===== config.mk =====
export PLATFORM = sky130hd
export DESIGN_NAME = sd_serial_adder
export DESIGN_NICKNAME = d
export VERILOG_FILES = /design/src/rtl/sd_serial_pkg.sv /design/src/rtl/sd_fa_cell.sv /design/src/rtl/sd_digit_core.sv /design/src/rtl/sd_frame_ctrl.sv /design/src/rtl/sd_serial_adder.sv
export SDC_FILE = /design/constraint.sdc
export NUM_CORES = 1
export LEC_CHECK = 0
export CORE_AREA = 2 2 39 41
export CTS_CLUSTER_SIZE = 24
export DETAILED_ROUTE_END_ITERATION = 7
export DIE_AREA = 0 0 41 43
export GPL_ROUTABILITY_DRIVEN = 0
export SKIP_LAST_GASP = 1
export SLEW_MARGIN = 20
export SYNTH_ARGS = -nofsm -noshare
export SYNTH_HDL_FRONTEND = slang
export SYNTH_SLANG_ARGS = --single-unit

===== constraint.sdc =====
create_clock -name clk -period 2.5 [get_ports clk]
set_clock_uncertainty 0.2 [all_clocks]
set_input_delay 0.25 -clock clk [delete_from_list [all_inputs] [get_ports clk]]
set_output_delay 0.25 -clock clk [all_outputs]
set_load 0.01 [all_outputs]

===== src/rtl/sd_serial_pkg.sv =====
package sd_serial_pkg;

    // One signed digit: value = pos - neg
    typedef struct packed {
        logic pos;
        logic neg;
    } sd_digit_t;

    // Framing controller phases
    typedef enum logic [1:0] {
        FR_IDLE   = 2'd0,
        FR_ACTIVE = 2'd1,
        FR_FLUSH  = 2'd2,
        FR_CLEAR  = 2'd3
    } frame_state_e;

    // On-line delay of the two-layer carry-free adder, in digits
    localparam int unsigned SD_ADD_DELAY = 2;

endpackage


===== src/rtl/sd_fa_cell.sv =====
// Redundant full-adder cell. Two inputs of one sign (x, y) and one of the
// opposite sign (z): x + y - z = 2*hi - lo. Used as the plus-plus-minus
// cell with positive x,y, and as the minus-minus-plus cell with negative x,y
// (where the identity reads z - x - y = lo - 2*hi).
module sd_fa_cell (
    input  logic x,
    input  logic y,
    input  logic z,
    output logic hi,
    output logic lo
);
    always_comb begin
        hi = (x & y) | (x & ~z) | (y & ~z);
        lo = x ^ y ^ z;
    end
endmodule


===== src/rtl/sd_digit_core.sv =====
// Digit-serial carry-free signed-digit adder, most significant digit first.
// With operand digit of rank k entering, it emits result digit of rank k-2.
module sd_digit_core
    import sd_serial_pkg::*;
(
    input  logic      clk,
    input  logic      rst,
    input  logic      clr,
    input  sd_digit_t a_dig,
    input  sd_digit_t b_dig,
    output sd_digit_t s_dig,
    output logic [2:0] state_q
);
    // first layer (plus-plus-minus): weight-2 positive carry, same-rank negative bit
    logic l1_hi;
    logic l1_lo;
    // second layer (minus-minus-plus): weight-2 negative carry, same-rank positive bit
    logic l2_hi;
    logic l2_lo;

    // registered state: one rank behind the input
    logic l1_lo_q;   // negative bit of layer 1 for previous rank
    logic b_neg_q;   // negative bit of operand B for previous rank
    logic l2_lo_q;   // positive bit of layer 2, two ranks behind

    sd_fa_cell u_ppm (
        .x  (a_dig.pos),
        .y  (b_dig.pos),
        .z  (a_dig.neg),
        .hi (l1_hi),
        .lo (l1_lo)
    );

    sd_fa_cell u_mmp (
        .x  (l1_lo_q),
        .y  (b_neg_q),
        .z  (l1_hi),
        .hi (l2_hi),
        .lo (l2_lo)
    );

    always_ff @(posedge clk) begin
        if (rst || clr) begin
            l1_lo_q <= 1'b0;
            b_neg_q <= 1'b0;
            l2_lo_q <= 1'b0;
        end else begin
            l1_lo_q <= l1_lo;
            b_neg_q <= b_dig.neg;
            l2_lo_q <= l2_lo;
        end
    end

    always_comb begin
        s_dig.pos = l2_lo_q;
        s_dig.neg = l2_hi;
        state_q   = {l2_lo_q, b_neg_q, l1_lo_q};
    end
endmodule


===== src/rtl/sd_frame_ctrl.sv =====
// Framing controller: delays the valid line by DEPTH cycles and decides
// when the adder core may be cleared.
module sd_frame_ctrl
    import sd_serial_pkg::*;
#(
    parameter int unsigned DEPTH = 2
) (
    input  logic clk,
    input  logic rst,
    input  logic vin,
    output logic vout,
    output logic core_clr
);
    localparam int unsigned CW       = (DEPTH > 2) ? $clog2(DEPTH) : 1;
    localparam int unsigned FLUSH_LAST = (DEPTH > 2) ? (DEPTH - 2) : 0;

    logic [DEPTH-1:0] vshift;
    frame_state_e     state;
    frame_state_e     state_nx;
    logic [CW-1:0]    flush_cnt;
    logic             flush_done;

    // delay line for the valid bit
    always_ff @(posedge clk) begin
        if (rst) vshift[0] <= 1'b0;
        else     vshift[0] <= vin;
    end

    for (genvar g = 1; g < DEPTH; g++) begin : g_vdelay
        always_ff @(posedge clk) begin
            if (rst) vshift[g] <= 1'b0;
            else     vshift[g] <= vshift[g-1];
        end
    end

    // counts cycles spent draining
    always_ff @(posedge clk) begin
        if (rst || state != FR_FLUSH) flush_cnt <= '0;
        else                          flush_cnt <= flush_cnt + 1'b1;
    end

    assign flush_done = (flush_cnt == CW'(FLUSH_LAST));

    // state register
    always_ff @(posedge clk) begin
        if (rst) state <= FR_IDLE;
        else     state <= state_nx;
    end

    // transitions
    always_comb begin
        state_nx = state;
        unique case (state)
            FR_IDLE:   if (vin) state_nx = FR_ACTIVE;            // START
            FR_ACTIVE: if (!vin) state_nx = FR_FLUSH;            // END
            FR_FLUSH: begin
                if (vin)             state_nx = FR_ACTIVE;       // RESUME
                else if (flush_done) state_nx = FR_CLEAR;        // DRAINED
            end
            FR_CLEAR: begin
                if (vin) state_nx = FR_ACTIVE;                   // REOPEN
                else     state_nx = FR_IDLE;                     // SETTLE
            end
            default:   state_nx = FR_IDLE;
        endcase
    end

    // outputs
    always_comb begin
        vout     = vshift[DEPTH-1];
        core_clr = 1'b0;
        unique case (state)
            FR_IDLE, FR_CLEAR: core_clr = !vin;
            FR_ACTIVE, FR_FLUSH: core_clr = 1'b0;
            default:   core_clr = 1'b0;
        endcase
    end
endmodule


===== src/rtl/sd_serial_adder.sv =====
module sd_serial_adder
    import sd_serial_pkg::*;
(
    input  logic clk,
    input  logic rst,
    input  logic op_valid,
    input  logic a_pos,
    input  logic a_neg,
    input  logic b_pos,
    input  logic b_neg,
    output logic sum_valid,
    output logic s_pos,
    output logic s_neg
);
    localparam int unsigned ADD_DELAY = SD_ADD_DELAY;

    sd_digit_t  a_gated;
    sd_digit_t  b_gated;
    sd_digit_t  raw_sum;
    logic       frm_clr;
    logic [2:0] core_q;

    // digits outside a frame are read as zero
    always_comb begin
        a_gated = op_valid ? sd_digit_t'{pos: a_pos, neg: a_neg} : '0;
        b_gated = op_valid ? sd_digit_t'{pos: b_pos, neg: b_neg} : '0;
    end

    sd_frame_ctrl #(
        .DEPTH (ADD_DELAY)
    ) u_frame (
        .clk      (clk),
        .rst      (rst),
        .vin      (op_valid),
        .vout     (sum_valid),
        .core_clr (frm_clr)
    );

    sd_digit_core u_core (
        .clk     (clk),
        .rst     (rst),
        .clr     (frm_clr),
        .a_dig   (a_gated),
        .b_dig   (b_gated),
        .s_dig   (raw_sum),
        .state_q (core_q)
    );

    // output switch
    always_comb begin
        s_pos = sum_valid & raw_sum.pos;
        s_neg = sum_valid & raw_sum.neg;
    end
endmodule


==> impl_metrics.csv <==
group,metric,value,unit
yosys,synth_seq_cells,8,
placement,place_inst,68,
cts,cts_hold_buf,0,
cts,clkLatencyLatePin,0.25,ns
hold_path,min_path_type,"reg -> reg",
sta,setup_violations,0,
drt,post_drt_via_cell_ratio,4.51,
worst_setup_path,endpoint_kind,"output port",
worst_setup_path,crit_chain,"clkdlybuf4s50_1 > and2_4 > fa_1 > fa_1 > nor2b_1 > clkdlybuf4s15_2",
yosys,synth_fp_nets,57,
worst_setup_path,cp_slowest_cell,"fa_1",
worst_setup_path,critical_path_buf_inv_count,2,
cts,cts_sinks,8,
yosys,syn-cell-area,447,µm²
drt,vias,320,
global_routing,grt_pass1_wl,1.07,mm
sta,hold_slack,0.240,ns
sta,setup_ws,0.0993,ns
cells_and_area,drive_gt1_frac,0.164,
floorplan,rows,14,
floorplan,core_area,1380,µm²
global_routing,gr-total-overflow,0,
worst_setup_path,setup.worst_path.class,"in -> out",
pwr,p_total,0.359,mW
cts,clkSlewWorstSetupHoldPaths,0.05,ns
global_routing,grtUsageTotal,0.0949,
cts,root_buffer,"clkbuf_4",
global_routing,use_met1,0.121,
cts,cts_max_path_buffers,2,
yosys,synth_seq_area_share,0.359,
global_routing,top_usage_layer,"met1",
yosys,synth_cells,43,
yosys,synth.avg_cell_area,10.4,µm²
sta,fmax,417,MHz
worst_setup_path,cp.required,2.05,ns
global_routing,use_met3,0.0628,
outcome,status,"completed",
cells_and_area,n_antenna_cell,0,
worst_setup_path,crit_top_cell,"fa_1",
drt,drc,0,
floorplan,fp.dieW,41,µm
placement,hpwl,533,µm
pwr,power_density,618,nW/µm²
placement,place_ws,-0.317,ns
drt,ant_nets,0,
global_routing,grt_start_max_net_pins,7,
global_routing,antenna_found_initial,0,
cts,cts_resized,4,
worst_setup_path,path_max_fanout,1,
global_routing,met2_usage,0.113,
cts,h-tree-depth,1,
drt,finalWirelength,675,µm
drt,drtPass1Iterations,4,
sta,min_period_over_period,0.960,
cells_and_area,layout_commonest_cell,"dfxtp_1",
drt,wl_per_cell,9.51,µm
global_routing,first_global_vias,273,
cells_and_area,final_cell_mix,"8 x dfxtp_1, 7 x clkdlybuf4s50_1, 5 x inv_1, 5 x ha_1",
floorplan,die_h,43,µm
cts,numCtsBuffers,3,
cells_and_area,final_cells,71,
placement,portBuffers,9,
sta,rsz0062_at_grt,"false",
cts,cts_tree,"yes",
floorplan,initial_core_util,0.323,
worst_setup_path,start_kind,"input port",
worst_setup_path,arrival,1.95,ns
pwr,p_leak,0.243,nW
drt,drt_iter0_markers,9,
floorplan,dieArea,1760,µm²
sta,worst_pin_slew,0.267,ns
floorplan,io_pins,10,
pwr,vdd_ir_drop_max,0.372,mV
yosys,synth.distinct_cells,20,
yosys,ys.warnings.count,0,
worst_setup_path,slowest_delay,0.43,ns
cells_and_area,nets,71,
sta,final_max_slew_viol_count,0,
sta,hold_viol_final,0,
sta,maxSlewHeadroom,0.822,
worst_setup_path,cpLargestDelayFamily,"adder cells",
job,maxCapViolations,0,
sta,layout_min_cycle_time,2.40,ns
cts,post_cts.repair.setup_buffers,0,
cells_and_area,area_growth,30.3,%
==> worst paths after layout <==
check | start | to | slack (ns) | cells past startpoint
setup / recovery | a_pos | s_neg | 0.1 | 6
hold / removal | u_frame.vshift[0]$_SDFF_PP0_ | u_frame.vout$_SDFF_PP0_ | 0.24 | 1
setup reg to reg | u_frame.state[0]$_SDFFE_PP0P_ | u_frame.state[0]$_SDFFE_PP0P_ | 0.80 | 5
hold reg to reg | u_frame.vshift[0]$_SDFF_PP0_ | u_frame.vout$_SDFF_PP0_ | 0.24 | 1
==> kinds of logic (layout without fill, tap and decap cells) <==
group	after synthesis	after routing	synth area share
compound gates	8	8	0.148
fa+ha+maj	7	7	0.230
buf+inv	6	18	0.0672
flops	8	8	0.359
simple gates	14	14	0.196
==> synth_stat cells <==
library cell | count | share of area
o211ai_1 | 1 | 0.017
nor3b_1 | 1 | 0.017
nand2_1 | 1 | 0.0084
ha_1 | 5 | 0.14
nor3_1 | 1 | 0.011
a221oi_2 | 1 | 0.034
o22ai_1 | 1 | 0.014
buf_6 | 1 | 0.025
dfxtp_1 | 8 | 0.36
nor2b_4 | 1 | 0.031
nor2b_1 | 3 | 0.042
nor2_1 | 2 | 0.017
a211oi_2 | 1 | 0.028
inv_1 | 5 | 0.042
and2_1 | 4 | 0.056
o21bai_1 | 1 | 0.017
or3_1 | 1 | 0.014
a21oi_1 | 2 | 0.022
fa_1 | 2 | 0.090
o21a_1 | 1 | 0.017
==> worst register-to-register path, cell delays in order (launching register included) <==
cell	delay, ns
dfxtp_1	0.40
inv_1	0.13
ha_1	0.25
a211oi_2	0.31
o22ai_1	0.13
a221oi_2	0.21
==> metal layers <==
layer  routed length [µm]  up-vias
met1                  333      138
met3                   50        2
met5                    0        -
met4                   11        0
li1                     -      167
met2                  280       13
==> power breakdown <==
part	total (mW)	switching, mW	internal, mW
clock	0.0971	0.0423	0.0548
sequential	0.154	0.0112	0.143
combinational	0.109	0.0549	0.0537
==> final cells by class <==
cell class	count	area [µm²]
multi-input combinational	29	259
timing repair buffer	10	101
inverter	5	18.8
sequential	8	160
tap	16	20.0
clock buffer	3	22.5
fill	138	802
==> through the flow <==
| stage | instance area, µm² | TNS, ns | util |
|---|---|---|---|
| CTS | 579 | 0 | 0.419 |
| finish | 582 | 0 | 0.420 |
| global route | 582 | 0 | 0.420 |
| floorplan | 447 | 0 | - |
| global placement | 553 | -0.286 | 0.400 |
| detailed placement | 553 | -0.317 | 0.400 |
==> state kept, by name, summed over array words and instances (netlist names) <==
register,flops
u_frame.flush_cnt,1
u_frame.state,2
u_core.l1_lo_q,1
u_core.b_neg_q,1
u_core.l2_lo_q,1
u_frame.vout,1
u_frame.vshift,1
Note: power is estimated with default switching activity, not from simulation.
